--- src/rtl/dfi_inj_pkg.sv ---
package dfi_inj_pkg;

  localparam int DATA_W = 32;

  // byte offsets of the register windows
  localparam int OFS_CTRL  = 'h00;
  localparam int OFS_CMD   = 'h04;
  localparam int OFS_ISSUE = 'h08;
  localparam int OFS_ADDR  = 'h0C;
  localparam int OFS_BANK  = 'h10;

  // control field positions
  localparam int CTRL_SEL  = 0;
  localparam int CTRL_CKE  = 1;
  localparam int CTRL_ODT  = 2;
  localparam int CTRL_RSTN = 3;
  localparam int CTRL_W    = 4;

  // command pattern, active high; cs is bit 0
  typedef struct packed {
    logic ras;
    logic cas;
    logic we;
    logic cs;
  } cmd_t;

  // pin view of a command, active low
  typedef struct packed {
    logic ras_n;
    logic cas_n;
    logic we_n;
    logic cs_n;
  } pins_t;

  localparam pins_t PINS_NOP = '{ras_n: 1'b1, cas_n: 1'b1, we_n: 1'b1, cs_n: 1'b0};

endpackage

--- src/rtl/inj_regfile.sv ---
module inj_regfile
  import dfi_inj_pkg::*;
#(
  parameter int WB_AW  = 3,
  parameter int ADDR_W = 14,
  parameter int BANK_W = 3
) (
  input  logic              clk_i,
  input  logic              rst_ni,
  input  logic              wb_cyc_i,
  input  logic              wb_stb_i,
  input  logic              wb_we_i,
  input  logic [WB_AW-1:0]  wb_adr_i,
  input  logic [DATA_W-1:0] wb_dat_i,
  output logic [DATA_W-1:0] wb_dat_o,
  output logic              wb_ack_o,
  output logic [CTRL_W-1:0] ctrl_o,
  output cmd_t              cmd_o,
  output logic [ADDR_W-1:0] addr_o,
  output logic [BANK_W-1:0] bank_o,
  output logic              issue_req_o
);

  localparam logic [WB_AW-1:0] IX_CTRL  = WB_AW'(OFS_CTRL  >> 2);
  localparam logic [WB_AW-1:0] IX_CMD   = WB_AW'(OFS_CMD   >> 2);
  localparam logic [WB_AW-1:0] IX_ISSUE = WB_AW'(OFS_ISSUE >> 2);
  localparam logic [WB_AW-1:0] IX_ADDR  = WB_AW'(OFS_ADDR  >> 2);
  localparam logic [WB_AW-1:0] IX_BANK  = WB_AW'(OFS_BANK  >> 2);

  logic              ack_q;
  logic [DATA_W-1:0] rdat_q;
  logic [CTRL_W-1:0] ctrl_q;
  cmd_t              cmd_q;
  logic [ADDR_W-1:0] addr_q;
  logic [BANK_W-1:0] bank_q;
  logic              req, wr, rd;
  logic [DATA_W-1:0] rdata;

  // a new request is taken only when no ack is pending
  assign req = wb_cyc_i && wb_stb_i && !ack_q;
  assign wr  = req && wb_we_i;
  assign rd  = req && !wb_we_i;

  always_comb begin
    rdata = '0;
    case (wb_adr_i)
      IX_CTRL: rdata[CTRL_W-1:0] = ctrl_q;
      IX_CMD:  rdata[3:0]        = cmd_q;
      IX_ADDR: rdata[ADDR_W-1:0] = addr_q;
      IX_BANK: rdata[BANK_W-1:0] = bank_q;
      default: rdata = '0;
    endcase
  end

  always_ff @(posedge clk_i or negedge rst_ni) begin
    if (!rst_ni) begin
      ack_q  <= 1'b0;
      rdat_q <= '0;
      ctrl_q <= '0;
      cmd_q  <= '0;
      addr_q <= '0;
      bank_q <= '0;
    end else begin
      ack_q <= req;
      if (rd) rdat_q <= rdata;
      if (wr) begin
        case (wb_adr_i)
          IX_CTRL: ctrl_q <= wb_dat_i[CTRL_W-1:0];
          IX_CMD:  cmd_q  <= cmd_t'(wb_dat_i[3:0]);
          IX_ADDR: addr_q <= wb_dat_i[ADDR_W-1:0];
          IX_BANK: bank_q <= wb_dat_i[BANK_W-1:0];
          default: ;
        endcase
      end
    end
  end

  logic unused_hi;
  assign unused_hi = ^wb_dat_i[DATA_W-1:ADDR_W];

  assign wb_ack_o    = ack_q;
  assign wb_dat_o    = rdat_q;
  assign ctrl_o      = ctrl_q;
  assign cmd_o       = cmd_q;
  assign addr_o      = addr_q;
  assign bank_o      = bank_q;
  assign issue_req_o = wr && (wb_adr_i == IX_ISSUE) && wb_dat_i[0];

endmodule

--- src/rtl/inj_issue.sv ---
module inj_issue (
  input  logic clk_i,
  input  logic rst_ni,
  input  logic issue_req_i,
  input  logic hw_sel_i,
  output logic pulse_o
);

  logic pulse_q;

  // the select state at acceptance decides whether the shot fires
  always_ff @(posedge clk_i or negedge rst_ni) begin
    if (!rst_ni) pulse_q <= 1'b0;
    else         pulse_q <= issue_req_i && !hw_sel_i;
  end

  assign pulse_o = pulse_q;

endmodule

--- src/rtl/inj_pin_mux.sv ---
module inj_pin_mux
  import dfi_inj_pkg::*;
#(
  parameter int ADDR_W = 14,
  parameter int BANK_W = 3
) (
  input  logic              hw_sel_i,
  input  logic              pulse_i,
  input  cmd_t              sw_cmd_i,
  input  logic [ADDR_W-1:0] sw_addr_i,
  input  logic [BANK_W-1:0] sw_bank_i,
  input  pins_t             hw_pins_i,
  input  logic [ADDR_W-1:0] hw_addr_i,
  input  logic [BANK_W-1:0] hw_bank_i,
  output pins_t             pins_o,
  output logic [ADDR_W-1:0] addr_o,
  output logic [BANK_W-1:0] bank_o
);

  always_comb begin
    if (hw_sel_i) begin
      pins_o = hw_pins_i;
      addr_o = hw_addr_i;
      bank_o = hw_bank_i;
    end else begin
      addr_o = sw_addr_i;
      bank_o = sw_bank_i;
      pins_o = pulse_i ? pins_t'(~sw_cmd_i) : PINS_NOP;
    end
  end

endmodule

--- src/rtl/dfi_cmd_injector.sv ---
module dfi_cmd_injector
  import dfi_inj_pkg::*;
#(
  parameter int WB_AW  = 3,
  parameter int ADDR_W = 14,
  parameter int BANK_W = 3
) (
  input  logic              clk_i,
  input  logic              rst_ni,
  input  logic              wb_cyc_i,
  input  logic              wb_stb_i,
  input  logic              wb_we_i,
  input  logic [WB_AW-1:0]  wb_adr_i,
  input  logic [31:0]       wb_dat_i,
  output logic [31:0]       wb_dat_o,
  output logic              wb_ack_o,
  input  logic              hw_cs_n_i,
  input  logic              hw_ras_n_i,
  input  logic              hw_cas_n_i,
  input  logic              hw_we_n_i,
  input  logic [ADDR_W-1:0] hw_addr_i,
  input  logic [BANK_W-1:0] hw_bank_i,
  output logic              dram_cs_n_o,
  output logic              dram_ras_n_o,
  output logic              dram_cas_n_o,
  output logic              dram_we_n_o,
  output logic [ADDR_W-1:0] dram_addr_o,
  output logic [BANK_W-1:0] dram_bank_o,
  output logic              dram_cke_o,
  output logic              dram_odt_o,
  output logic              dram_reset_n_o
);

  logic [CTRL_W-1:0] ctrl;
  cmd_t              sw_cmd;
  logic [ADDR_W-1:0] sw_addr;
  logic [BANK_W-1:0] sw_bank;
  logic              issue_req;
  logic              issue_pulse;
  logic              sw_sel;
  pins_t             hw_pins;
  pins_t             pins;

  inj_regfile #(.WB_AW(WB_AW), .ADDR_W(ADDR_W), .BANK_W(BANK_W)) u_regs (
    .clk_i       (clk_i),
    .rst_ni      (rst_ni),
    .wb_cyc_i    (wb_cyc_i),
    .wb_stb_i    (wb_stb_i),
    .wb_we_i     (wb_we_i),
    .wb_adr_i    (wb_adr_i),
    .wb_dat_i    (wb_dat_i),
    .wb_dat_o    (wb_dat_o),
    .wb_ack_o    (wb_ack_o),
    .ctrl_o      (ctrl),
    .cmd_o       (sw_cmd),
    .addr_o      (sw_addr),
    .bank_o      (sw_bank),
    .issue_req_o (issue_req)
  );

  assign sw_sel = ctrl[CTRL_SEL];

  inj_issue u_issue (
    .clk_i       (clk_i),
    .rst_ni      (rst_ni),
    .issue_req_i (issue_req),
    .hw_sel_i    (sw_sel),
    .pulse_o     (issue_pulse)
  );

  assign hw_pins = '{ras_n: hw_ras_n_i, cas_n: hw_cas_n_i, we_n: hw_we_n_i, cs_n: hw_cs_n_i};

  inj_pin_mux #(.ADDR_W(ADDR_W), .BANK_W(BANK_W)) u_mux (
    .hw_sel_i  (sw_sel),
    .pulse_i   (issue_pulse),
    .sw_cmd_i  (sw_cmd),
    .sw_addr_i (sw_addr),
    .sw_bank_i (sw_bank),
    .hw_pins_i (hw_pins),
    .hw_addr_i (hw_addr_i),
    .hw_bank_i (hw_bank_i),
    .pins_o    (pins),
    .addr_o    (dram_addr_o),
    .bank_o    (dram_bank_o)
  );

  assign dram_cs_n_o    = pins.cs_n;
  assign dram_ras_n_o   = pins.ras_n;
  assign dram_cas_n_o   = pins.cas_n;
  assign dram_we_n_o    = pins.we_n;
  assign dram_cke_o     = ctrl[CTRL_CKE];
  assign dram_odt_o     = ctrl[CTRL_ODT];
  assign dram_reset_n_o = ctrl[CTRL_RSTN];

endmodule

--- config.mk ---
export PLATFORM = sky130hd
export DESIGN_NAME = dfi_cmd_injector
export DESIGN_NICKNAME = d
export VERILOG_FILES = /design/src/rtl/dfi_inj_pkg.sv /design/src/rtl/inj_regfile.sv /design/src/rtl/inj_issue.sv /design/src/rtl/inj_pin_mux.sv /design/src/rtl/dfi_cmd_injector.sv
export SDC_FILE = /design/constraint.sdc
export NUM_CORES = 1
export LEC_CHECK = 0
export BUFFER_PORTS_ARGS = -buffer_cell sky130_fd_sc_hd__buf_2
export CORE_MARGIN = 2
export CORE_UTILIZATION = 40
export CTS_CLUSTER_DIAMETER = 150
export DETAILED_ROUTE_END_ITERATION = 6
export PLACE_DENSITY_LB_ADDON = 0.25
export SYNTH_ARGS = -nofsm -noshare
export SYNTH_HDL_FRONTEND = slang
export SYNTH_SLANG_ARGS = --single-unit
--- constraint.sdc ---
create_clock -name clk_i -period 1.53 [get_ports clk_i]
set_input_delay 0.306 -clock clk_i [delete_from_list [all_inputs] [get_ports clk_i]]
set_output_delay 0.306 -clock clk_i [all_outputs]
set_load 0.1 [all_outputs]
==> results of run 1 <==
-- final cells by class --
| cell class | count | area [sq um] |
|---|---|---|
| Multi-Input combinational cell | 133 | 1260 |
| Sequential cell | 41 | 1030 |
| Tap cell | 70 | 87.6 |
| Fill cell | 393 | 1650 |
| Timing Repair Buffer | 106 | 1030 |
| Inverter | 1 | 3.75 |
| Clock buffer | 8 | 80.1 |
-- metal layers --
metal / global-route usage / vias to the layer above
met3: 0.0376 / 6
li1: - / 807
met5: 0 / -
met4: 0.0554 / 0
met1: 0.238 / 869
met2: 0.329 / 62
-- flip-flops by register name, summed over array words and instances, names as in the netlist --
signal,count
u_regs.addr_o,14
u_regs.wb_dat_o,14
u_regs.cmd_o,4
u_regs.ctrl_o,4
u_regs.bank_o,3
u_issue.pulse_o,1
u_regs.wb_ack_o,1
-- where the power goes --
group | switching [uW] | total [uW] | internal, uW
Clock | 352 | 677 | 324
Combinational | 1810 | 2820 | 1010
Sequential | 142 | 1380 | 1230
Total | 2300 | 4870 | 2570
-- cell families after synthesis --
group,Yosys count,share of synthesized area
other,1,0.00175
flip-flops,41,0.480
buffers and inverters,32,0.100
AO/OA/AOI/OAI,23,0.0597
multiplexers,48,0.258
AND/OR/NAND/NOR,44,0.101
-- stage by stage --
stage / instance area [sq um] / hold slack [ns] / util / worst slack, ns / cells
3_5_place_dp: 3070 / 0.172 / 0.597 / -0.250 / 342
6_report: 3490 / 0.247 / 0.680 / -0.207 / 359
3_3_place_gp: 3070 / 0.165 / 0.597 / -0.224 / 342
5_1_grt: 3490 / 0.237 / 0.680 / -0.248 / 359
4_1_cts: 3360 / 0.247 / 0.654 / -0.206 / 357
2_1_floorplan: 2370 / 0.0104 / - / -0.440 / 206
-- cell usage in the layout, fill, tap and decap left out, drive strengths merged --
master,instances
nand2b,1
or2b,1
and3,1
nand2,26
o31ai,1
o31a,1
or3,1
nand4,1
nor3,1
or4,1
nor2b,4
a22oi,1
inv,1
a32oi,1
clkbuf,9
nand3,1
conb,18
mux2i,3
nor2,4
a21oi,5
and3b,2
buf,104
mux2,45
dlygate4sd3,1
dfrtp,41
o21ai,14
-- critical path: stages (launching register included) --
cell and delay (ns):
dfrtp_4 0.47, and3b_2 0.29, nand2_4 0.07, or4_4 0.48
mux2_4 0.32
-- what timing repair did --
action | in CTS | in global routing
pin swaps | 4 | 12
endpoints found under the hold margin | 7 | 0
endpoints found under the setup margin | 44 | 60
cloned | 2 | 1
resized for setup | 35 | 27
setup buffers | 4 | 1
hold buffers | 1 | 0
-- worst max path at each step --
stage	startpoint	endpoint	slack, ns	cells past startpoint
2_1_floorplan	u_regs.wb_ack_o$_DFF_PN0_	u_regs.ctrl_o[3]$_DFFE_PN0P_	-0.44	6
3_3_place_gp	u_regs.wb_ack_o$_DFF_PN0_	u_regs.ctrl_o[3]$_DFFE_PN0P_	-0.22	4
3_5_place_dp	u_regs.wb_ack_o$_DFF_PN0_	u_regs.ctrl_o[3]$_DFFE_PN0P_	-0.25	4
4_1_cts	u_regs.ctrl_o[0]$_DFFE_PN0P_	dram_addr_o[11]	-0.21	3
5_1_grt	u_regs.ctrl_o[0]$_DFFE_PN0P_	dram_cs_n_o	-0.25	5
6_report	u_regs.wb_ack_o$_DFF_PN0_	u_regs.ctrl_o[2]$_DFFE_PN0P_	-0.21	4
==> metrics.md, run 1 <==
| Metric | Value |
|---|---|
| Area delta synth->final | 63.3% |
| CTS max path bufs | 2 |
| Worst Path Max Fanout | 4 |
| Max Freq | 576 MHz |
| Via count | 1,744 |
| Area fraction of the dominant cell type after synthesis | 0.480 |
| Register area share after synthesis | 0.480 |
| Core Region | 5140 sq um |
| Mapped Area | 2140 sq um |
| Global route total overflow | 0 |
| Clock slew at reported path FFs | 0.08 ns |
| Largest net degree at the start of global routing | 35 |
| Setup Skew | 0.00575 ns |
| Unrepaired setup endpoints after global routing | yes |
| Ys Warns | 0 |
| Clock buffer count from CTS | 5 |
| Iter 0 DRT Violations | 60 |
| Hold Crit Depth | 2 |
| Port Buffers | 81 |
| Pwr Density | 1390 nW/um^2 |
| Flop2flop setup slack | -0.21 ns |
| Worst Reg-to-Reg Cells | 4 |
| DIE AREA | 5950 sq um |
| Clock latency on the worst-skew pair | 0.29 ns |
| Crit path launch type | register |
| Fraction of layout cells with a size suffix above 1 | 0.661 |
| Clk root buf | clkbuf_8 |
| Die width | 77.1 microns |
| DR top layer | met4 |
| Post-layout min period | 1.74 ns |
| Drt wl/cell | 15.1 microns |
| Post-synth EDFFs | 0 |
| Worst Hold End | u_regs.addr_o[6]$_DFFE_PN0P_ |
| Peak supply drop | 828 uV |
| DRC viols | 0 |
| Initial antenna violation count | 0 |
| Synth top area cells | dfrtp_1 (48%), mux2_2 (20%), buf_4 (7.0%) |
| Post-synth ARST share | 1.00 |
| Vias in the first global route | 1,812 |
| Failing checks | setup timing |
| Slew Limit Fails | 0 |
| Final wirelength | 5.42 mm |
| Commonest cells in the netlist | dfrtp_1 (41), mux2_2 (38), nand2_1 (25) |
| Detailed placer's ending HPWL | 3.80 mm |
| CP arrival | 1.92 ns |
| TritonRoute pass-1 iters | 5 |
| Largest area contributor in the netlist | dfrtp_1 |
| Syn Area/Cell | 11.3 sq um |
| Worst Hold Class | in2reg |
| N_diodes | 0 |
| Post-synthesis instance total | 189 |
| First-pass GRT wire length | 8.95 mm |
| R2r startpoint | u_regs.wb_ack_o$_DFF_PN0_ |
| Worst R2R End | u_regs.ctrl_o[2]$_DFFE_PN0P_ |
| Worst Setup End Kind | register |
| Seq cells post-synth | 41 |
| Final Setup Violations | 60 |
| Metal-1 WL | 2.29 mm |
| I/O pin cnt | 118 |
| Final nets | 349 |
| Data required time of the worst path | 1.71 ns |
| Post-synth top flop | dfrtp_1 |
| Worst Setup Path Type | reg2reg |
| Most frequent cell after synthesis | dfrtp_1 |
| Status | finished with violations |
| Min-delay src | wb_dat_i[6] |
| LEAKAGE | 0.00172 uW |
| Met2 Wirelength | 2.82 mm |
| Hold Vio Cnt, Final | 0 |
| Initial core utilization | 0.416 |
| Final setup TNS | -7.37 ns |
| Total Power | 4870 uW |
| Final Cycle Share | 1.14 |
| Netlist cell types | 30 |
| Met3 Routed Length | 267 microns |
| Max_cap viols | 0 |
| TritonCTS Sinks | 41 |
| CTS H-tree lvls | 2 |
| Total track usage | 0.189 |
| Setup WS post-layout | -0.207 ns |
| Antenna viol nets, final | 0 |
| CTS tree | yes |
| Chip height | 77.1 microns |
| Row cnt | 26 |
| Via density | 4.86 |
| RePlAce Congestion | 0.852 |
Power figures use the tool's default switching activity.
==> inputs of run 2 (changes only) <==
- SETUP_SLACK_MARGIN: default -> 0.02
==> metrics.md, run 2 (synthesis gave the netlist of run 1 again) <==
| Metric | Value |
|---|---|
| Status | finished with violations (unchanged) |
| Failing checks | setup timing (unchanged) |
| Final cell count without fillers | 359 (unchanged) |
| Iter 0 DRT Violations | 79 (was 60) |
| Most frequent cells in the layout | buf_2 (60), dfrtp_1 (39), mux2_4 (35), buf_12 (23), conb_1 (18) (was buf_2 (60), dfrtp_1 (39), mux2_4 (35), buf_12 (24), conb_1 (18)) |
| Global route total overflow | 0 (unchanged) |
| Metal-1 WL | 2.43 mm (was 2.29 mm) |
| RePlAce Congestion | 0.752 (was 0.852) |
| Clk root buf | clkbuf_8 (unchanged) |
| N_diodes | 0 (unchanged) |
| Clock buffer count from CTS | 5 (unchanged) |
| DR top layer | met4 (unchanged) |
| Critical Path Sink | u_regs.ctrl_o[2]$_DFFE_PN0P_ (unchanged) |
| Met3 Routed Length | 246 microns (was 267 microns) |
| Final nets | 349 (unchanged) |
| R2r startpoint | u_regs.wb_ack_o$_DFF_PN0_ (unchanged) |
| Fraction of layout cells with a size suffix above 1 | 0.685 (was 0.661) |
| CP arrival | 1.96 ns (was 1.92 ns) |
| Setup Skew | 0.00886 ns (was 0.00575 ns) |
| Met2 Wirelength | 2.96 mm (was 2.82 mm) |
| TritonCTS Sinks | 41 (unchanged) |
| Drt wl/cell | 15.9 microns (was 15.1 microns) |
| DIE AREA | 5950 sq um (unchanged) |
| Data required time of the worst path | 1.71 ns (about the same) |
| Chip height | 77.1 microns (unchanged) |
| Initial antenna violation count | 0 (unchanged) |
| Slew Limit Fails | 0 (unchanged) |
| Crit path launch type | register (unchanged) |
| Core Region | 5140 sq um (unchanged) |
| Port Buffers | 81 (unchanged) |
| Max Freq | 561 MHz (was 576 MHz) |
| Antenna viol nets, final | 0 (unchanged) |
| Worst Setup Path Type | reg2reg (unchanged) |
| Clock latency on the worst-skew pair | 0.30 ns (was 0.29 ns) |
| Flop2flop setup slack | -0.25 ns (was -0.21 ns) |
| Detailed placer's ending HPWL | 4.02 mm (was 3.80 mm) |
| Worst Path Max Fanout | 5 (was 4) |
| Setup WS post-layout | -0.253 ns (was -0.207 ns) |
| Die width | 77.1 microns (unchanged) |
| Final Setup Violations | 46 (was 60) |
| I/O pin cnt | 118 (unchanged) |
| Total track usage | 0.187 (was 0.189) |
| Placed cell count | 343 (was 342) |
| Row cnt | 26 (unchanged) |
| TritonRoute pass-1 iters | 4 (was 5) |
| CTS H-tree lvls | 2 (unchanged) |
| Pwr Density | 1450 nW/um^2 (was 1390 nW/um^2) |
| Worst Hold Class | in2reg (unchanged) |
| CTS max path bufs | 2 (unchanged) |
| Clock slew at reported path FFs | 0.08 ns (about the same) |
| Max_cap viols | 0 (unchanged) |
| Hold Vio Cnt, Final | 0 (unchanged) |
| DRC viols | 0 (unchanged) |
| Final Cycle Share | 1.17 (was 1.14) |
| Critical path origin | u_regs.wb_ack_o$_DFF_PN0_ (unchanged) |
| Worst Reg-to-Reg Cells | 4 (unchanged) |
| Most common cell after layout, fill and taps aside | buf_2 (unchanged) |
| Largest net degree at the start of global routing | 23 (was 35) |
| Initial core utilization | 0.416 (unchanged) |
| Via count | 1,735 (was 1,744) |
| Via density | 4.83 (was 4.86) |
| Unrepaired setup endpoints after global routing | yes (unchanged) |
| Worst Setup End Kind | register (unchanged) |
| LEAKAGE | 0.00176 uW (was 0.00172 uW) |
| Peak supply drop | 757 uV (was 828 uV) |
| Area delta synth->final | 66.3% (was 63.3%) |
| Final wirelength | 5.72 mm (was 5.42 mm) |
| CTS tree | yes (unchanged) |
| Vias in the first global route | 1,775 (was 1,812) |
| Worst R2R End | u_regs.ctrl_o[2]$_DFFE_PN0P_ (unchanged) |
| Post-layout min period | 1.78 ns (was 1.74 ns) |
| Final setup TNS | -8.46 ns (was -7.37 ns) |
| First-pass GRT wire length | 8.78 mm (was 8.95 mm) |
==> run 2: worst max-delay path, stage by stage (launching register included) <==
cell     delay (ns)
dfrtp_4        0.47
and3b_2        0.33
nand2_4        0.07
or4_4          0.48
mux2_4         0.32
==> run 2: cell type report <==
class	count	area [sq um]
fill	382	1580
multi-input combinational	133	1290
sequential	41	1030
timing repair buffer	106	1030
tap	70	87.6
clock buffer	6	82.6
clock inverter	2	37.5
inverter	1	3.75
==> run 2: report_power, final <==
part | internal, uW | leakage (uW) | switching, uW | total [uW]
Sequential | 1230 | 0.000541 | 162 | 1400
Combinational | 1020 | 0.00116 | 1820 | 2840
Clock | 530 | 0.0000574 | 383 | 913
Total | 2790 | 0.00176 | 2360 | 5150
==> run 2: worst min-delay path by stage <==
stage / start / cells after the start / slack [ns] / endpoint
global route: wb_dat_i[5] / 2 / 0.23 / u_regs.addr_o[5]$_DFFE_PN0P_
finish: wb_dat_i[13] / 2 / 0.23 / u_regs.addr_o[13]$_DFFE_PN0P_
CTS: wb_dat_i[13] / 2 / 0.23 / u_regs.addr_o[13]$_DFFE_PN0P_
global placement: rst_ni / 2 / 0.31 / u_regs.addr_o[3]$_DFFE_PN0P_
detailed placement: rst_ni / 2 / 0.31 / u_regs.cmd_o[3]$_DFFE_PN0P_
floorplan: rst_ni / 0 / 0.01 / u_issue.pulse_o$_DFF_PN0_
==> run 2: routing by layer <==
metal	vias to the layer above	track usage
met2	63	0.314
met3	7	0.0435
li1	814	-
met4	0	0.0554
met5	-	0
met1	851	0.241
==> run 2: through the flow <==
step / util / hold WS [ns] / cell area [sq um] / setup WS, ns / total power [uW]
detailed placement: 0.599 / 0.313 / 3080 / -0.262 / 4090
finish: 0.692 / 0.234 / 3560 / -0.253 / 5150
CTS: 0.644 / 0.225 / 3310 / -0.253 / 5070
global route: 0.692 / 0.226 / 3560 / -0.300 / 5320
global placement: 0.599 / 0.309 / 3080 / -0.230 / 4050
floorplan: - / 0.0104 / 2390 / -0.440 / 3310
==> run 2: timing repair <==
action | CTS | global route
pin swaps | 6 | 17
hold endpoints to repair | 12 | 0
cloned | 1 | 3
hold buffers | 1 | 0
gates resized for setup | 20 | 48
setup buffers | 1 | 2
endpoints found under the setup margin | 57 | 56
